### src/rtl/isig_pkg.sv
// Package: shared constants and types for the instruction stream signature monitor.
// Assumes a 32-bit signature and a polynomial given in normal (non-reflected) form.
package isig_pkg;

    localparam int          SIG_W_DEF = 32;
    localparam logic [31:0] POLY_DEF  = 32'h1EDC6F41;
    localparam logic [31:0] SEED_DEF  = 32'h0000_0000;

    // Operation applied to the signature register in a given cycle
    typedef enum logic [1:0] {
        OP_HOLD   = 2'd0,
        OP_UPDATE = 2'd1,
        OP_ABSORB = 2'd2
    } sig_op_e;

endpackage

### src/rtl/isig_crc_step.sv
// Module: isig_crc_step
// Combinational compression of one full instruction word into the signature.
// It chains SIG_W single-bit Galois LFSR stages and feeds the word in LSB first.
// Assumes POLY has its x^0 term set, so the step can be inverted for any word.
module isig_crc_step #(
    parameter int               SIG_W = 32,
    parameter logic [SIG_W-1:0] POLY  = 32'h1EDC6F41
) (
    input  logic [SIG_W-1:0] sig_in,
    input  logic [SIG_W-1:0] word_in,
    output logic [SIG_W-1:0] sig_next
);

    localparam int STAGES = SIG_W;

    logic [SIG_W-1:0] chain [0:STAGES];

    assign chain[0] = sig_in;

    // One serial bit step per stage, data bit i enters at stage i
    for (genvar i = 0; i < STAGES; i++) begin : g_stage
        logic fb;
        assign fb           = chain[i][SIG_W-1] ^ word_in[i];
        assign chain[i + 1] = {chain[i][SIG_W-2:0], 1'b0} ^ ({SIG_W{fb}} & POLY);
    end

    assign sig_next = chain[STAGES];

endmodule

### src/rtl/isig_sig_reg.sv
// Module: isig_sig_reg
// Holds the running signature. An update XOR takes priority over absorbing an
// instruction in the same cycle; with neither, the value holds.
// Assumes the CRC result for the current word is supplied combinationally.
module isig_sig_reg
    import isig_pkg::*;
#(
    parameter int               SIG_W = 32,
    parameter logic [SIG_W-1:0] SEED  = '0
) (
    input  logic             clk,
    input  logic             rst_n,
    input  logic             instr_valid,
    input  logic             upd_en,
    input  logic [SIG_W-1:0] upd_const,
    input  logic [SIG_W-1:0] crc_next,
    output logic [SIG_W-1:0] sig_q
);

    sig_op_e op;

    // Select this cycle's operation: update first, then absorb, else hold
    always_comb begin
        if (upd_en)           op = OP_UPDATE;
        else if (instr_valid) op = OP_ABSORB;
        else                  op = OP_HOLD;
    end

    // Signature register with synchronous active-low reset to the seed
    always_ff @(posedge clk) begin
        if (!rst_n) begin
            sig_q <= SEED;
        end else begin
            case (op)
                OP_UPDATE: sig_q <= sig_q ^ upd_const;
                OP_ABSORB: sig_q <= crc_next;
                default:   sig_q <= sig_q;
            endcase
        end
    end

endmodule

### src/rtl/isig_fault_flag.sv
// Module: isig_fault_flag
// Compares the current signature with an explicit expected value (on a check
// strobe) and with a reference value (while continuous mode is on). A mismatch
// sets a sticky alarm at the next clock edge. Assumes sig_q is the registered
// signature, i.e. the value before this cycle's change.
module isig_fault_flag #(
    parameter int SIG_W = 32
) (
    input  logic             clk,
    input  logic             rst_n,
    input  logic [SIG_W-1:0] sig_q,
    input  logic             chk_en,
    input  logic [SIG_W-1:0] chk_expect,
    input  logic             cont_en,
    input  logic [SIG_W-1:0] ref_sig,
    output logic             alarm
);

    logic chk_miss;
    logic cont_miss;

    // Detect mismatches for both the explicit and the continuous comparison
    always_comb begin
        chk_miss  = chk_en  && (chk_expect != sig_q);
        cont_miss = cont_en && (ref_sig    != sig_q);
    end

    // Sticky alarm, cleared only by reset
    always_ff @(posedge clk) begin
        if (!rst_n) alarm <= 1'b0;
        else        alarm <= alarm | chk_miss | cont_miss;
    end

endmodule

### src/rtl/isig_monitor.sv
// Module: isig_monitor (top)
// Instruction stream signature monitor: folds each executed instruction word
// into a CRC-32C signature, applies update constants from decode, and raises a
// sticky alarm on a failed explicit check or continuous comparison.
// Assumes at most one instruction word per cycle and decode strobes aligned
// with the cycle in which the command executes.
module isig_monitor
    import isig_pkg::*;
#(
    parameter int               SIG_W = SIG_W_DEF,
    parameter logic [SIG_W-1:0] POLY  = POLY_DEF,
    parameter logic [SIG_W-1:0] SEED  = SEED_DEF
) (
    input  logic             clk,
    input  logic             rst_n,
    input  logic             instr_valid,
    input  logic [SIG_W-1:0] instr_word,
    input  logic             upd_en,
    input  logic [SIG_W-1:0] upd_const,
    input  logic             chk_en,
    input  logic [SIG_W-1:0] chk_expect,
    input  logic             cont_en,
    input  logic [SIG_W-1:0] ref_sig,
    output logic [SIG_W-1:0] sig_out,
    output logic             alarm
);

    logic [SIG_W-1:0] sig_q;
    logic [SIG_W-1:0] crc_next;

    isig_crc_step #(
        .SIG_W (SIG_W),
        .POLY  (POLY)
    ) u_crc (
        .sig_in   (sig_q),
        .word_in  (instr_word),
        .sig_next (crc_next)
    );

    isig_sig_reg #(
        .SIG_W (SIG_W),
        .SEED  (SEED)
    ) u_sig (
        .clk         (clk),
        .rst_n       (rst_n),
        .instr_valid (instr_valid),
        .upd_en      (upd_en),
        .upd_const   (upd_const),
        .crc_next    (crc_next),
        .sig_q       (sig_q)
    );

    isig_fault_flag #(
        .SIG_W (SIG_W)
    ) u_flag (
        .clk        (clk),
        .rst_n      (rst_n),
        .sig_q      (sig_q),
        .chk_en     (chk_en),
        .chk_expect (chk_expect),
        .cont_en    (cont_en),
        .ref_sig    (ref_sig),
        .alarm      (alarm)
    );

    assign sig_out = sig_q;

endmodule

### config.mk
export PLATFORM = sky130hd
export DESIGN_NAME = isig_monitor
export DESIGN_NICKNAME = d
export VERILOG_FILES = /design/src/rtl/isig_pkg.sv /design/src/rtl/isig_crc_step.sv /design/src/rtl/isig_sig_reg.sv /design/src/rtl/isig_fault_flag.sv /design/src/rtl/isig_monitor.sv
export SDC_FILE = /design/constraint.sdc
export NUM_CORES = 1
export LEC_CHECK = 0
export BUFFER_PORTS_ARGS = -buffer_cell sky130_fd_sc_hd__buf_2
export CORE_MARGIN = 8
export CORE_UTILIZATION = 40
export DETAILED_ROUTE_END_ITERATION = 8
export PLACE_DENSITY = 0.68
export SYNTH_ARGS = -nofsm -noshare
export SYNTH_HDL_FRONTEND = slang
export SYNTH_SLANG_ARGS = --single-unit
export TNS_END_PERCENT = 10
### constraint.sdc
create_clock -name clk -period 13.7 [get_ports clk]
set_input_delay 0.685 -clock clk [delete_from_list [all_inputs] [get_ports clk]]
set_output_delay 0.685 -clock clk [all_outputs]
set_load 0.1 [all_outputs]
==> impl_metrics.toml <==
[run_status]
status = "finished, final reports clean"

[drt]
ant_nets = 0
vias = 5272
drcViolationCount = 0
drt-pass1-iter-count = 5
vias_per_cell = 5.133
wl_per_cell_um = 21.50
first_iter_violations = 408
routed_wl_um = 22080

[placement]
dp.final_hpwl_um = 18640
place_congestion = 0.9693
numPortBuffers = 166
place_ws_ns = 7.548

[sta]
worst_pin_slew_ns = 0.8719
rsz0062_at_grt = "no"
slew_viol_final = 0
final.setup.worst_slack_ns = 7.697
fmax_mhz = 166.6
relSlewSlack_pct = 41.68
final.setup_skew_ns = 0.003515
setup-violations-final = 0
timing.final.crit_share_pct = 43.82
hold_viol = 0
min_period_ns = 6.003
fin_setup_tns_ns = 0

[cts]
postCtsSetupBuffers = 0
root_buffer = "clkbuf_16"
cts_tree = "built"
cts-resized-gates = 0
htreeDepth = 2
clk_latency_ns = 0.28
cts.clk_slew.worst_paths_ns = 0.05
clk_path_buf_depth = 2
cts-buffers-inserted = 5
cts.sinks = 33
cts_hold_buf = 0

[global_routing]
antenna_found_initial = 0
grt_pass1_wl_um = 32090
grt.overflow.total = 0
grt_max_degree = 64
grt_pass1_vias = 5252
grt_use_total_pct = 20.76

[setup_path]
worst-path-max-fanout = 7
cpMostUsedCell = "xnor2_1"
path_class = "flip-flop to flip-flop"
crit_path_top_delay_cell = "dfxtp_1"
slowest_delay_ns = 0.66
reg2reg_from = "u_sig.sig_q[27]$_SDFFE_PN0P_"
reg2reg_setup_slack_ns = 7.70
worst-r2r-cell-count = 13
crit_chain = "xor2_1 > xnor3_1 > xnor2_1 > xnor2_1 > xor3_2 > xnor3_2 > xor3_2 > xor2_2 > xnor3_1 > xnor2_1 > xnor2_1 > xor3_1 > o21ai_1"
setup.worst_path.start_class = "flip-flop"
timing.rr.end = "u_sig.sig_q[11]$_SDFFE_PN0P_"
crit_path_end_kind = "flip-flop"
cp.required_ns = 13.91
arrival_ns = 6.21

[logic_synthesis]
async_flop_share_pct = 0
ys_types = 33
synth.cell_area_um2 = 6595
synth_warnings = 0
yosysSeqAreaShare_pct = 10.02
synth_top_area_share_pct = 24.70
synth_ff_type = "dfxtp_1"
synth_edf_count = 0
yosys_register_bits = 33
yosys.area.top_type = "xnor2_1"
syn_inst = 660
synth.avg_cell_area_um2 = 9.993
synthTopCellsByArea = "xnor2_1 25%, xnor3_1 17%, xor2_1 16%, dfxtp_1 10%, xor3_1 3.2%"
synth_nets = 794

[cells_and_area]
area_growth_syn_to_layout_pct = 17.47
n_antenna_cell = 0
drive_gt1_share_pct = 26.02
num-nets-final = 940
n_fill_cell = 1598

[floorplan]
placementRows = 47
start_util_pct = 40.34
fp.coreArea_um2 = 16350
die_area_um2 = 20850
dieWidth_um = 144.4
num_io_pins = 167
dieHeight_um = 144.4

[min_path]
min_to = "u_flag.alarm$_SDFF_PN0_"
hold_start = "u_flag.alarm$_SDFF_PN0_"
worst_hold_path_type = "flip-flop to flip-flop"
hold_depth = 1

[run]
maxCapViolCount = 0
worst max path at each step:
stage,from,end,slack [ns],cells past startpoint
finish,u_sig.sig_q[27]$_SDFFE_PN0P_,u_sig.sig_q[11]$_SDFFE_PN0P_,7.70,13
global route,u_sig.sig_q[27]$_SDFFE_PN0P_,u_sig.sig_q[11]$_SDFFE_PN0P_,7.49,13
CTS,u_sig.sig_q[27]$_SDFFE_PN0P_,u_sig.sig_q[11]$_SDFFE_PN0P_,7.66,13
detailed placement,instr_word[2],u_sig.sig_q[11]$_SDFFE_PN0P_,7.55,14
global placement,instr_word[2],u_sig.sig_q[11]$_SDFFE_PN0P_,7.57,14
floorplan,u_sig.sig_q[31]$_SDFFE_PN0P_,u_sig.sig_q[27]$_SDFFE_PN0P_,7.76,14
critical path, delay by kind of cell (launching register included):
family | cells | cell delay [ns]
xor gates and xnor gates | 12 | 5.15
DFF | 1 | 0.66
AOI/OAI and AO/OA | 1 | 0.12
stage by stage:
stage                     cell area (um2)  util (%)  hold slack, ns  cells
final                                7747     47.39          0.4581   1027
after global routing                 7747     47.39          0.4665   1027
after detailed placement             7609     46.54          0.4474   1019
after global placement               7609     46.54          0.4475   1019
after floorplan                      6595         -          0.8344    660
after CTS                            7747     47.39          0.4592   1027
sequential cells by signal, indices dropped and copies added (netlist names):
signal,flops
u_sig.sig_q,32
u_flag.alarm,1
synthesized netlist by cell type (9+ instances only):
library cell	number
a21oi_1	41
clkbuf_1	25
dfxtp_1	33
inv_1	12
nand2_1	33
nor2b_1	24
nor4_1	16
o21ai_0	25
xnor2_1	186
xnor2_2	10
xnor3_1	51
xor2_1	118
xor3_1	9
layout by cell type (no fill, tap or decap), drive strengths merged:
cell type | synthesis | routed
o211a | 2 | 2
nand2b | 1 | 1
a21oi | 41 | 41
xnor3 | 59 | 59
clkinv | 0 | 2
o21a | 4 | 4
clkbuf | 25 | 6
nor2b | 24 | 24
dfxtp | 33 | 33
nor4 | 16 | 16
xor3 | 13 | 13
xnor2 | 202 | 202
nand4 | 4 | 4
o21ai | 32 | 32
buf | 5 | 169
and2 | 8 | 8
o221ai | 8 | 8
nand3 | 4 | 4
o211ai | 3 | 3
inv | 12 | 12
nand2 | 33 | 33
a221oi | 1 | 1
xor2 | 124 | 124
nor2 | 5 | 5
and3 | 1 | 1
layout make-up:
type,count,area [um2],area share (%)
clock buffers,6,128.9,1.663
clock inverters,2,10.01,0.1292
inverters,12,45.04,0.5814
multi-input cells,585,5774,74.53
flip-flops and latches,33,660.6,8.527
well taps,220,275.3,3.553
repair buffers,169,853.3,11.01
per-layer routing:
metal / global-route usage, % / part of all wire [%] / up-vias
li1: - / - / 2482
met4: 7.065 / 3.2 / 0
met1: 28.10 / 42 / 2520
met5: 0 / 0 / -
met2: 33.29 / 46 / 240
met3: 2.773 / 8.6 / 30
logic make-up after synthesis:
logic type,Yosys count,share of synthesized area (%)
xor+xnor,398,72.13
buf+inv,42,2.428
flops,33,10.02
compound gates,91,7.835
simple gates,96,7.589
Power is not shown: default switching activity piles up to over one toggle a cycle in this logic, so the estimate is an artifact.
